$ cat src/rtl/frt_pkg.sv
package frt_pkg;

    localparam int BYTE_W = 8;
    localparam int CNT_W  = 2 * BYTE_W;
    localparam int ADDR_W = 3;

    localparam int TOIE_BIT = 0;
    localparam int TOF_BIT  = 7;

    typedef enum logic [ADDR_W-1:0] {
        A_CTRL = 3'd0,
        A_STAT = 3'd1,
        A_MHI  = 3'd2,
        A_MLO  = 3'd3,
        A_AHI  = 3'd4,
        A_ALO  = 3'd5
    } reg_addr_e;

    typedef struct packed {
        logic [BYTE_W-1:0] hi;
        logic [BYTE_W-1:0] lo;
    } cnt_t;

    typedef struct packed {
        logic ctrl;
        logic stat;
        logic mhi;
        logic mlo;
        logic ahi;
        logic alo;
    } rd_sel_t;

    function automatic rd_sel_t decode_rd(input logic en, input logic [ADDR_W-1:0] a);
        rd_sel_t s;
        s.ctrl = en && (a == A_CTRL);
        s.stat = en && (a == A_STAT);
        s.mhi  = en && (a == A_MHI);
        s.mlo  = en && (a == A_MLO);
        s.ahi  = en && (a == A_AHI);
        s.alo  = en && (a == A_ALO);
        return s;
    endfunction

endpackage

$ cat src/rtl/frt_prescaler.sv
module frt_prescaler #(
    parameter int DIV = 4
) (
    input  logic clk,
    input  logic rst,
    output logic tick
);
    localparam int PW = (DIV > 1) ? $clog2(DIV) : 1;
    localparam logic [PW-1:0] LAST = PW'(DIV - 1);

    logic [PW-1:0] ph_q;

    assign tick = (ph_q == LAST);

    always_ff @(posedge clk) begin
        if (rst)       ph_q <= '0;
        else if (tick) ph_q <= '0;
        else           ph_q <= ph_q + 1'b1;
    end
endmodule

$ cat src/rtl/frt_counter.sv
module frt_counter
    import frt_pkg::*;
#(
    parameter logic [CNT_W-1:0] RST_VAL = 16'hFFFC
) (
    input  logic clk,
    input  logic rst,
    input  logic tick,
    output cnt_t cnt_q,
    output logic wrap
);
    assign wrap = tick && (cnt_q == '1);

    always_ff @(posedge clk) begin
        if (rst)       cnt_q <= cnt_t'(RST_VAL);
        else if (tick) cnt_q <= cnt_t'(cnt_q + CNT_W'(1));
    end
endmodule

$ cat src/rtl/frt_rdbuf.sv
module frt_rdbuf
    import frt_pkg::*;
(
    input  logic              clk,
    input  logic              rst,
    input  logic              hi_rd,
    input  logic              lo_rd,
    input  logic [BYTE_W-1:0] live_lo,
    output logic              hold_q,
    output logic [BYTE_W-1:0] snap_q,
    output logic [BYTE_W-1:0] lo_val
);
    assign lo_val = hold_q ? snap_q : live_lo;

    always_ff @(posedge clk) begin
        if (rst) begin
            hold_q <= 1'b0;
            snap_q <= '0;
        end else if (hi_rd && !hold_q) begin
            hold_q <= 1'b1;
            snap_q <= live_lo;
        end else if (lo_rd) begin
            hold_q <= 1'b0;
        end
    end
endmodule

$ cat src/rtl/frt_ovf_flag.sv
module frt_ovf_flag (
    input  logic clk,
    input  logic rst,
    input  logic wrap,
    input  logic stat_rd,
    input  logic clr_rd,
    output logic tof_q
);
    logic armed_q;

    always_ff @(posedge clk) begin
        if (rst) begin
            tof_q   <= 1'b0;
            armed_q <= 1'b0;
        end else if (wrap) begin
            tof_q   <= 1'b1;
            armed_q <= 1'b0;
        end else if (stat_rd) begin
            armed_q <= tof_q;
        end else if (clr_rd && armed_q) begin
            tof_q   <= 1'b0;
            armed_q <= 1'b0;
        end
    end
endmodule

$ cat src/rtl/frt_timer.sv
module frt_timer
    import frt_pkg::*;
#(
    parameter int               PRESCALE = 4,
    parameter logic [CNT_W-1:0] RST_VAL  = 16'hFFFC
) (
    input  logic              clk,
    input  logic              rst,
    input  logic [ADDR_W-1:0] addr,
    input  logic              rd_en,
    input  logic              wr_en,
    input  logic [BYTE_W-1:0] wdata,
    output logic [BYTE_W-1:0] rdata,
    output logic              irq
);
    rd_sel_t           sel;
    logic              tick;
    logic              wrap;
    cnt_t              cnt_q;
    logic              tof_q;
    logic              toie_q;
    logic              hold_q;
    logic [BYTE_W-1:0] snap_q;
    logic [BYTE_W-1:0] lo_val;

    assign sel = decode_rd(rd_en, addr);

    frt_prescaler #(.DIV(PRESCALE)) u_pre (
        .clk  (clk),
        .rst  (rst),
        .tick (tick)
    );

    frt_counter #(.RST_VAL(RST_VAL)) u_cnt (
        .clk   (clk),
        .rst   (rst),
        .tick  (tick),
        .cnt_q (cnt_q),
        .wrap  (wrap)
    );

    frt_rdbuf u_buf (
        .clk     (clk),
        .rst     (rst),
        .hi_rd   (sel.mhi || sel.ahi),
        .lo_rd   (sel.mlo || sel.alo),
        .live_lo (cnt_q.lo),
        .hold_q  (hold_q),
        .snap_q  (snap_q),
        .lo_val  (lo_val)
    );

    frt_ovf_flag u_flag (
        .clk     (clk),
        .rst     (rst),
        .wrap    (wrap),
        .stat_rd (sel.stat),
        .clr_rd  (sel.mhi),
        .tof_q   (tof_q)
    );

    always_ff @(posedge clk) begin
        if (rst)                           toie_q <= 1'b0;
        else if (wr_en && addr == A_CTRL)  toie_q <= wdata[TOIE_BIT];
    end

    assign irq = tof_q && toie_q;

    always_comb begin
        rdata = '0;
        if (sel.ctrl)                 rdata[TOIE_BIT] = toie_q;
        if (sel.stat)                 rdata[TOF_BIT]  = tof_q;
        if (sel.mhi || sel.ahi)       rdata           = cnt_q.hi;
        if (sel.mlo || sel.alo)       rdata           = lo_val;
    end
endmodule

$ cat config.mk
export PLATFORM = sky130hd
export DESIGN_NAME = frt_timer
export DESIGN_NICKNAME = d
export VERILOG_FILES = /design/src/rtl/frt_pkg.sv /design/src/rtl/frt_prescaler.sv /design/src/rtl/frt_counter.sv /design/src/rtl/frt_rdbuf.sv /design/src/rtl/frt_ovf_flag.sv /design/src/rtl/frt_timer.sv
export SDC_FILE = /design/constraint.sdc
export NUM_CORES = 1
export LEC_CHECK = 0
export BUFFER_PORTS_ARGS = -buffer_cell sky130_fd_sc_hd__clkbuf_2
export CELL_PAD_IN_SITES_DETAIL_PLACEMENT = 0
export CELL_PAD_IN_SITES_GLOBAL_PLACEMENT = 2
export CORE_ASPECT_RATIO = 0.9
export CORE_MARGIN = 1.5
export CORE_UTILIZATION = 30
export CTS_CLUSTER_SIZE = 20
export DETAILED_ROUTE_END_ITERATION = 10
export PLACE_DENSITY = 0.67
export SLEW_MARGIN = 20
export SYNTH_ARGS = -nofsm -noshare
export SYNTH_HDL_FRONTEND = slang
export SYNTH_SLANG_ARGS = --single-unit
$ cat constraint.sdc
create_clock -name clk -period 1.8 [get_ports clk]
set_input_delay 0 -clock clk [delete_from_list [all_inputs] [get_ports clk]]
set_output_delay 0 -clock clk [all_outputs]
set_load 0.01 [all_outputs]
# Word-level counts from Yosys, hierarchy flattened
# Index checks and enable logic that the tools add are counted.
# op_classes
reduce_logical	21
muxes	11
addsub	2
n_eq_ne	8
# ops
cell	n
8-bit two-way mux	3
16-bit by 1-bit adder with 16-bit output, second input constant	1
16-bit == test, second input constant	1
1-bit logical AND	11
1-bit two-way mux	8
3-bit by 2-bit == test with 1-bit output, second input constant	2
3-bit == test, second input constant	2
2-bit nonzero test	3
2-bit OR reduction	2
3-bit by 1-bit == test with 1-bit output, second input constant	1
3-bit logical NOT	1
2-bit by 1-bit adder with 2-bit output, second input constant	1
2-bit == test, second input constant	1
1-bit logical OR	2
2-bit inequality test, second input constant	1
2-bit AND reduction	1
1-bit logical NOT	1
# word_totals
output_inout_bits	9
wordCells	50
in_bits	15
reg_bits	30

# Longest topological paths before layout
# Gate-level depths: netlist of run 1.
# logic_depth
word_depth	6
mapped_depth	6
ltp_nobuf	5

# Hierarchy
# From an unflattened synthesis of run 1, not the netlist that was laid out.
# unflattened
hier_cells	171
hier_area_um2	1751.7
# modules_own_cells
module	cells_each	area_per_inst_um2	n_inst	seq_area_each_um2
frt_counter	81	794.5	1	320.3
frt_rdbuf	47	538.0	1	180.2
frt_timer	30	260.2	1	20.0
frt_ovf_flag	8	83.8	1	40.0
frt_prescaler	5	75.1	1	40.0

# Worst setup path before layout of run 1
# Ideal clock, no wire load.
# synth_path
kind	reg2reg
startpoint	register u_pre.ph_q[0]
endpoint	register, netlist name u_cnt.cnt_q[5]
setup_time_ps	132
synth_period_minus_slack_ps	1473
t_required_ps	1668
stages_incl_launch_ff	6
path_buffers	1
t_arrival_ps	1341
setup_slack_ps	327
path_cell_list	dfxtp_1 -> ha_1 -> buf_4 -> nand4_2 -> o21ai_0 -> or3b_2
# synth_between
elab_chain_cells	1
# synth_lines
item	line	rtl
from (decl)	frt_prescaler.sv:11	logic [PW-1:0] ph_q;
from (signal assigned)	frt_prescaler.sv:18	else ph_q <= ph_q + 1'b1;
2-bit == test	frt_prescaler.sv:13	assign tick = (ph_q == LAST);
# Every way passes these cells.
# A chain may end at the register's enable or synchronous reset.

# Worst setup path after layout of run 1
# layout_path
startpoint	register u_pre.ph_q[0]
endpoint	register, netlist name u_cnt.cnt_q[11]
# layout_between
elab_chain_cells	1
# layout_lines
item	line
2-bit == test	frt_prescaler.sv:13
# Every way passes these cells.

==> results.yml, run 1 <==
global_route:
  grt-ovfl-total: 0
  grt_pass1_wl_mm: 5.46
  track_usage_pct: 12.6
  antenna_found_initial: 0
  grt_pass1_vias: 1099
  grt_max_degree: 19
setup_path:
  path_delay_family: "simple AND/OR/NAND/NOR gates"
  crit_chain: "ha_1, nand4_2, nor3_4, a311oi_1, a41oi_1"
  critPathMaxStageDelay_ns: 0.39
  crit_buf_inv: 0
  critical_path.startpoint_type: "register"
  cp_max_fo: 7
  endpoint_kind: "register"
  worstPathRequired_ns: 2.00
  cpMaxStageDelayCell: "nor3_4"
  crit_type: "register to register"
  crit_arrival_ns: 1.81
timing:
  slew_headroom_pct: 36.3
  hold-worst-slack_ns: 0.0872
  fin_ws_ns: 0.188
  fin_crit_ns: 1.61
  post-route-period-util_pct: 89.6
  setup_tns_ns: 0
  fmax_ghz: 0.620
  fin_skew_ns: 0.00555
  finalSetupViolCount: 0
  worst_slew_pin_slew_ns: 0.951
  drv_slew: 0
  rsz0062_at_grt: "no"
  hold_viol: 0
logic_synthesis:
  synthesis.nets: 179
  async_flop_share_pct: 0
  synth_edf_count: 0
  synth_top_flop_cell: "dfxtp_1"
  avgSynthCellArea_sq_um: 9.39
  ys_ff_latch: 30
  synth_top_area_share_pct: 39.5
  synth_area_leaders: "dfxtp_1 (39%), mux2i_1 (11%), nor2_1 (3.9%)"
  netlist_instances: 162
  yosysSeqAreaShare_pct: 39.5
  ys_warn_count: 0
  ys_top_cells_by_count: "dfxtp_1 (30), mux2i_1 (16), nor2_1 (16)"
  synth_cell_types: 46
  synth_top_area_cell: "dfxtp_1"
  syn_area_sq_um: 1520
  yosysMostFrequentCell: "dfxtp_1"
clocking:
  numCtsBuffers: 5
  cts_tree: "built"
  cts-root-buf: "clkbuf_8"
  cts.sinks: 30
  clock_path_buffers: 2
  cts_htree_levels: 2
  clk_latency_ns: 0.28
  post-cts-setup-buffers: 0
  path_clk_slew_ns: 0.07
die:
  core_sq_um: 4860
  num_io_pins: 24
  rows: 24
  dieArea_sq_um: 5510
  initial_utilization_pct: 31.3
  die_w_um: 78.1
  die_h_um: 70.6
placed_design:
  post-place-ws_ns: 0.0871
  dp.cells: 239
  port_buffers: 16
  place.gp.congestion: 0.675
  dpl_cell_area_sq_um: 1670
  dpl.hpwl_mm: 2.38
hold_path:
  hold_path_class: "primary input to register"
routing:
  routed_wl_mm: 3.26
  firstDrtPassIters: 4
  num_vias: 1213
  drt_iter0_drc: 36
  ant_nets: 0
  wl_per_cell_um: 13.1
  drc: 0
  viasPerCell: 4.89
job:
  drv_cap: 0
power:
  peakVddDrop_mv: 0.407
  total_power_mw: 1.69
  pwr_density_cell_nw_per_um2: 925
  power.leakage_nw: 0.712
final_layout:
  instances_no_fill: 248
  antenna_cells: 0
  drive_above_1_share_pct: 21.3
  nets: 199
  area_growth_syn_to_layout_pct: 20.1
  final_util_pct: 37.6
  final_cell_area_sq_um: 1830
run_status:
  status: "finished, final reports clean"
-- cell type report --
| type | count | area [sq um] |
|---|---|---|
| Clock inverter | 2 | 60.1 |
| Tap cell | 65 | 81.3 |
| Multi-Input combinational cell | 122 | 875 |
| Sequential cell | 30 | 601 |
| Fill cell | 511 | 3040 |
| Inverter | 2 | 7.51 |
| Clock buffer | 6 | 82.6 |
| Timing Repair Buffer | 21 | 120 |
-- per-layer routing --
metal	global-route usage (%)	part of all wire (%)
met5	0	0
met4	3.97	1.1
met3	4.13	3.3
met2	18.6	45
met1	17.6	50
-- worst min-delay path, cell delays in order --
cell      delay [ns]
clkbuf_2        0.08
nand3b_1        0.09
mux2i_1         0.08
nor2_1          0.08
-- registers in the layout, summed over array words and instances, names as in the netlist --
register,count
toie_q,1
u_flag.tof_q,1
u_pre.ph_q,2
u_buf.hold_q,1
u_flag.armed_q,1
u_buf.snap_q,8
u_cnt.cnt_q,16
-- logic make-up after synthesis --
| logic type | synth area share [%] |
|---|---|
| and+or+nand+nor | 24.8 |
| AOI/OAI and AO/OA | 15.0 |
| adders and majority gates | 1.64 |
| muxes | 10.5 |
| xor gates and xnor gates | 5.10 |
| buffers and inverters | 3.45 |
| DFF | 39.5 |
-- placed cells by master (no fill, tap or decap), types with 2 or more instances in the layout --
cell type and n:
dfxtp_1 30, mux2i_1 16, nor2_1 16, clkbuf_2 16
nand2_1 11, nand2b_1 8, o21ai_0 7, clkbuf_8 6
nor2b_1 5, xnor2_1 5, nand3_1 5, a21o_1 5
nor3_1 4, buf_4 4, a211oi_1 3, a31oi_1 3
nor3b_1 2, inv_1 2, nor3_4 2, a21oi_1 2
nand4_1 2, xor2_1 2, ha_1 2, bufinv_16 2
-- path summary, 6_finish.rpt --
path	end	cells after the start	slack, ns	startpoint
min reg2reg	u_pre.ph_q[0]$_SDFF_PP0_	1	0.44	u_pre.ph_q[0]$_SDFF_PP0_
min	toie_q$_SDFFE_PP0P_	4	0.09	wr_en
max reg2reg	u_cnt.cnt_q[11]$_SDFFE_PP1P_	5	0.19	u_pre.ph_q[0]$_SDFF_PP0_
max	u_cnt.cnt_q[11]$_SDFFE_PP1P_	5	0.19	u_pre.ph_q[0]$_SDFF_PP0_
-- report_power, final --
group | leakage, nW | switching [mW] | internal, mW
registers | 0.244 | 0.0115 | 0.683
clock network | 0.0714 | 0.253 | 0.590
logic | 0.397 | 0.0831 | 0.0686
total | 0.712 | 0.348 | 1.34
-- repair_timing --
item                                    in CTS  in global routing
endpoints found under the setup margin       0                  4
hold buffers                                 1                  0
hold endpoints to repair                     1                  0
gates resized for setup                      0                  1
Note: power is estimated with default switching activity, not from simulation.
==> run 2: changes to the inputs <==
--- a/config.mk
+++ b/config.mk
@@ -7,13 +7,13 @@
 export LEC_CHECK = 0
 export BUFFER_PORTS_ARGS = -buffer_cell sky130_fd_sc_hd__clkbuf_2
 export CELL_PAD_IN_SITES_DETAIL_PLACEMENT = 0
-export CELL_PAD_IN_SITES_GLOBAL_PLACEMENT = 2
+export CELL_PAD_IN_SITES_GLOBAL_PLACEMENT = 1
 export CORE_ASPECT_RATIO = 0.9
 export CORE_MARGIN = 1.5
 export CORE_UTILIZATION = 30
 export CTS_CLUSTER_SIZE = 20
 export DETAILED_ROUTE_END_ITERATION = 10
-export PLACE_DENSITY = 0.67
+export PLACE_DENSITY = 0.56
 export SLEW_MARGIN = 20
 export SYNTH_ARGS = -nofsm -noshare
 export SYNTH_HDL_FRONTEND = slang
==> constraint.sdc (replaced) <==
create_clock -name clk -period 1.89 [get_ports clk]
set_input_delay 0 -clock clk [delete_from_list [all_inputs] [get_ports clk]]
set_output_delay 0 -clock clk [all_outputs]
set_load 0.01 [all_outputs]
==> results.yml, run 2 (synthesis results as in run 1) <==
global_route:
  grt_pass1_vias: 1187
  grt_max_degree: 34
  grt-ovfl-total: 0
  track_usage_pct: 13.6
  antenna_found_initial: 0
  grt_pass1_wl_mm: 5.76
timing:
  setup_tns_ns: 0
  slew_headroom_pct: 33.3
  hold_viol: 0
  finalSetupViolCount: 0
  fin_skew_ns: 0.00390
  rsz0062_at_grt: "no"
  drv_slew: 0
  post-route-period-util_pct: 85.5
  hold-worst-slack_ns: 0.0630
  fin_crit_ns: 1.62
  worst_slew_pin_slew_ns: 0.996
  fmax_ghz: 0.619
clocking:
  cts_tree: "built"
  numCtsBuffers: 5
  post-cts-setup-buffers: 0
  path_clk_slew_ns: 0.06
  cts.sinks: 30
  clock_path_buffers: 2
  cts_htree_levels: 2
  clk_latency_ns: 0.28
  cts_resized: 0
  cts-root-buf: "clkbuf_8"
  ctsHoldBuffers: 1
routing:
  firstDrtPassIters: 4
  drt_iter0_drc: 64
  wl_per_cell_um: 13.7
  routed_wl_mm: 3.40
  drc: 0
  viasPerCell: 4.98
  ant_nets: 0
  num_vias: 1236
power:
  peakVddDrop_mv: 0.353
  power.leakage_nw: 0.694
  pwr_density_cell_nw_per_um2: 757
final_layout:
  multi_input_area_sq_um: 868
  nets: 199
  register_area_sq_um: 601
  regMostFlops: "u_cnt.cnt_q"
  antenna_cells: 0
  largest_reg_flops: 16
  final_common_cell: "dfxtp_1"
  final_cell_mix: "dfxtp_1 (30), mux2i_1 (16), nor2_1 (16), clkbuf_2 (16), nand2_1 (11)"
  drive_above_1_share_pct: 20.8
  area_growth_syn_to_layout_pct: 16.3
  reg.largest.list: "u_cnt.cnt_q: 16 flops, u_buf.snap_q: 8 flops, u_pre.ph_q: 2 flops"
  n_fill_cell: 532
die:
  core_sq_um: 4860
  dieArea_sq_um: 5510
  die_h_um: 70.6
  die_w_um: 78.1
  num_io_pins: 24
  rows: 24
  initial_utilization_pct: 31.3
setup_path:
  crit_type: "register to register"
  crit_arrival_ns: 1.76
  worstPathRequired_ns: 2.03
  endpoint_kind: "register"
  cp_common_cell: "nand3_1"
  critPathMaxStageDelay_ns: 0.43
  crit_chain: "ha_1, nand3_1, nor3_2, nand3_1, nor3b_1"
  critical_path.startpoint_type: "register"
  cpMaxStageDelayCell: "dfxtp_1"
  rr_worst_depth: 5
  cp_max_fo: 6
job:
  drv_cap: 0
placed_design:
  place.gp.congestion: 0.698
  port_buffers: 16
  dpl.hpwl_mm: 2.36
run_status:
  status: "finished, final reports clean"
hold_path:
  min_path_cells: 4
  hold_path_class: "primary input to register"
run 2: cell types whose count changed in the layout (fill, tap and decap cells not counted):
cell	change
clkbuf_1	+1
clkinv_2	+1
bufinv_16	-2
nor3_2	+1
nor3_4	-1
run 2: worst max-delay path: cells and delay by family (launching register included):
kind                       cells  cell delay, ns
and+or+nand+nor                4            0.81
DFF                            1            0.43
adders and majority gates      1            0.22
run 2: stage by stage:
step	instance area (sq um)	utilization, %	std cells	setup WS, ns	total power [mW]
floorplan	1520	-	162	0.417	0.772
global placement	1670	34.3	239	0.290	0.817
detailed placement	1670	34.3	239	0.264	0.820
CTS	1770	36.4	248	0.256	1.36
global route	1770	36.4	248	0.0820	1.41
finish	1770	36.4	248	0.274	1.34
run 2: area by class of cell:
class	count	area share, %
Clock inverter	1	0.283
Clock buffer	7	4.88
Tap cell	65	4.60
Multi-Input combinational cell	122	49.1
Timing Repair Buffer	21	6.79
Sequential cell	30	33.9
Inverter	2	0.424
run 2: worst paths after layout:
| check | from | endpoint | slack, ns |
|---|---|---|---|
| worst max register to register | u_cnt.cnt_q[0]$_SDFFE_PP0P_ | u_flag.armed_q$_SDFFE_PP0P_ | 0.27 |
| worst min-delay path | wr_en | toie_q$_SDFFE_PP0P_ | 0.06 |
| worst min register to register | u_pre.ph_q[0]$_SDFF_PP0_ | u_pre.ph_q[0]$_SDFF_PP0_ | 0.44 |
| worst max-delay path | u_cnt.cnt_q[0]$_SDFFE_PP0P_ | u_flag.armed_q$_SDFFE_PP0P_ | 0.27 |
run 2: power by group:
| part | leakage (nW) | switching (mW) | internal (mW) | total (mW) |
|---|---|---|---|---|
| sequential | 0.244 | 0.0111 | 0.650 | 0.661 |
| clock | 0.0482 | 0.239 | 0.293 | 0.532 |
| combinational | 0.402 | 0.0814 | 0.0642 | 0.146 |
run 2: metal layers:
layer | up-vias | GRT usage (%) | part of all wire [%]
li1 | 627 | - | -
met4 | 0 | 5.95 | 2.0
met3 | 7 | 4.00 | 3.5
met1 | 585 | 18.3 | 51
met2 | 17 | 20.2 | 43
met5 | - | 0 | 0
==> run 3: changes to the inputs <==
--- a/config.mk
+++ b/config.mk
@@ -5,6 +5,7 @@
 export SDC_FILE = /design/constraint.sdc
 export NUM_CORES = 1
 export LEC_CHECK = 0
+export ABC_AREA = 1
 export BUFFER_PORTS_ARGS = -buffer_cell sky130_fd_sc_hd__clkbuf_2
 export CELL_PAD_IN_SITES_DETAIL_PLACEMENT = 0
 export CELL_PAD_IN_SITES_GLOBAL_PLACEMENT = 1
@@ -13,7 +14,7 @@
 export CORE_UTILIZATION = 30
 export CTS_CLUSTER_SIZE = 20
 export DETAILED_ROUTE_END_ITERATION = 10
-export PLACE_DENSITY = 0.56
+export PLACE_DENSITY = 0.6
 export SLEW_MARGIN = 20
 export SYNTH_ARGS = -nofsm -noshare
 export SYNTH_HDL_FRONTEND = slang
==> results.yml, run 3 <==
routing:
  drc: 0
  viasPerCell: 4.54
  num_vias: 1434
  routed_wl_mm: 3.78
  ant_nets: 0
  wl_per_cell_um: 11.9
  firstDrtPassIters: 4
  drt_iter0_drc: 59
global_route:
  antenna_found_initial: 0
  track_usage_pct: 15.4
  grt_pass1_vias: 1359
  grt_max_degree: 16
  grt_pass1_wl_mm: 6.43
  grt-ovfl-total: 0
power:
  power.leakage_nw: 0.908
  peakVddDrop_mv: 0.345
  pwr_density_cell_nw_per_um2: 763
setup_path:
  worstPathRequired_ns: 2.06
  critPathMaxStageDelay_ns: 0.34
  crit_buf_inv: 0
  cpMaxStageDelayCell: "dfxtp_1"
  endpoint_kind: "register"
  crit_chain: "ha_1, nand3_1, nor2_2, nand2_1, a21oi_1, o21ai_0"
  critical_path.startpoint_type: "register"
  crit_type: "register to register"
  cp_max_fo: 8
  crit_arrival_ns: 1.79
  path_delay_family: "simple AND/OR/NAND/NOR gates"
die:
  num_io_pins: 24
  dieArea_sq_um: 5540
  initial_utilization_pct: 31.5
  core_sq_um: 4860
  die_w_um: 78.3
  rows: 24
  die_h_um: 70.8
clocking:
  cts_tree: "built"
  cts-root-buf: "clkbuf_8"
  clock_path_buffers: 2
  cts_resized: 0
  numCtsBuffers: 5
  cts.sinks: 30
  ctsHoldBuffers: 1
  post-cts-setup-buffers: 0
  clk_latency_ns: 0.29
  cts_htree_levels: 2
  path_clk_slew_ns: 0.07
placed_design:
  dp.cells: 307
  port_buffers: 16
  place.gp.congestion: 0.752
  dpl.hpwl_mm: 2.78
timing:
  hold_viol: 0
  finalSetupViolCount: 0
  drv_slew: 0
  rsz0062_at_grt: "no"
  fin_crit_ns: 1.62
  slew_headroom_pct: 59.6
  post-route-period-util_pct: 85.9
  setup_tns_ns: 0
  fmax_ghz: 0.616
  worst_slew_pin_slew_ns: 0.604
  fin_skew_ns: 0.00511
logic_synthesis:
  synthesis.nets: 246
  synth_top_area_share_pct: 39.2
  synth_area_leaders: "dfxtp_1 (39%), nand2_1 (14%), nand3_1 (8.2%)"
  synth.mux.area_fraction_pct: 0
  ys_warn_count: 0
  synth-compound-area-share_pct: 14.1
  ys_ff_latch: 30
  syn_area_sq_um: 1530
  synth_top_flop_cell: "dfxtp_1"
  synth_top_area_cell: "dfxtp_1"
  yosys.area_share.xor_xnor_pct: 1.64
  avgSynthCellArea_sq_um: 6.68
  ys_top_cells_by_count: "nand2_1 (56), inv_1 (32), dfxtp_1 (30)"
  yosysMostFrequentCell: "nand2_1"
  async_flop_share_pct: 0
  netlist_instances: 229
  synthSimpleGateAreaFrac_pct: 33.3
  synth_cell_types: 24
  synth_top_family_by_area: "simple AND/OR/NAND/NOR gates"
  synth_edf_count: 0
  yosysSeqAreaShare_pct: 39.2
  synth_fa_ha_area_share_pct: 1.64
final_layout:
  nets: 267
  regMostFlops: "u_cnt.cnt_q"
  drive_above_1_share_pct: 13.1
  reg.largest.list: "u_cnt.cnt_q: 16 flops, u_buf.snap_q: 8 flops, u_pre.ph_q: 2 flops"
  final_common_cell: "nand2_1"
  area_growth_syn_to_layout_pct: 16.7
  largest_reg_flops: 16
  instances_no_fill: 316
  final_cell_mix: "nand2_1 (56), inv_1 (32), dfxtp_1 (30)"
  antenna_cells: 0
job:
  drv_cap: 0
run_status:
  status: "finished, final reports clean"
hold_path:
  hold_path_class: "primary input to register"
run 3: metal layers:
metal | track usage (%) | part of all wire [%] | up-vias
met1 | 21.7 | 55 | 620
met4 | 6.55 | 2.0 | 0
met2 | 22.1 | 40 | 21
met3 | 4.00 | 3.3 | 7
met5 | 0 | 0 | -
li1 | - | - | 786
run 3: tightest hold or removal path, stage by stage:
cell      delay (ns)
clkbuf_2        0.10
nor2_1          0.06
nand3_1         0.06
a21oi_1         0.06
run 3: through the flow:
stage	area [sq um]	hold slack, ns	utilization [%]	total power [mW]	worst slack [ns]
6_report	1790	0.0356	36.7	1.36	0.266
5_1_grt	1790	0.0736	36.7	1.42	0.0684
4_1_cts	1790	0.0293	36.7	1.38	0.238
3_5_place_dp	1680	0.264	34.6	0.829	0.261
3_3_place_gp	1680	0.270	34.6	0.827	0.306
2_1_floorplan	1530	0.0997	-	0.776	0.479
run 3: layout make-up:
type	instances	area, sq um
inverters	33	124
multi-input cells	160	776
clock inverters	1	5.00
fillers	559	3080
clock buffers	7	86.3
flip-flops and latches	30	601
well taps	65	81.3
repair buffers	20	113
run 3: path summary, 6_finish.rpt:
kind	cells after the start	from	to	slack (ns)
max	6	u_pre.ph_q[0]$_SDFF_PP0_	u_cnt.cnt_q[10]$_SDFFE_PP1P_	0.27
min	4	addr[0]	toie_q$_SDFFE_PP0P_	0.04
max reg2reg	6	u_pre.ph_q[0]$_SDFF_PP0_	u_cnt.cnt_q[10]$_SDFFE_PP1P_	0.27
min reg2reg	1	u_pre.ph_q[0]$_SDFF_PP0_	u_pre.ph_q[0]$_SDFF_PP0_	0.44
run 3: where the power goes:
group	switching, mW	internal, mW	total [mW]
Sequential	0.0120	0.653	0.665
Clock	0.255	0.294	0.548
Combinational	0.0936	0.0559	0.149
run 3: cell families after synthesis:
family                   count (synthesis)
AO/OA/AOI/OAI                           40
XOR/XNOR                                 2
buffers and inverters                   39
flip-flops                              30
adder cells (fa/ha/maj)                  2
AND/OR/NAND/NOR                        116
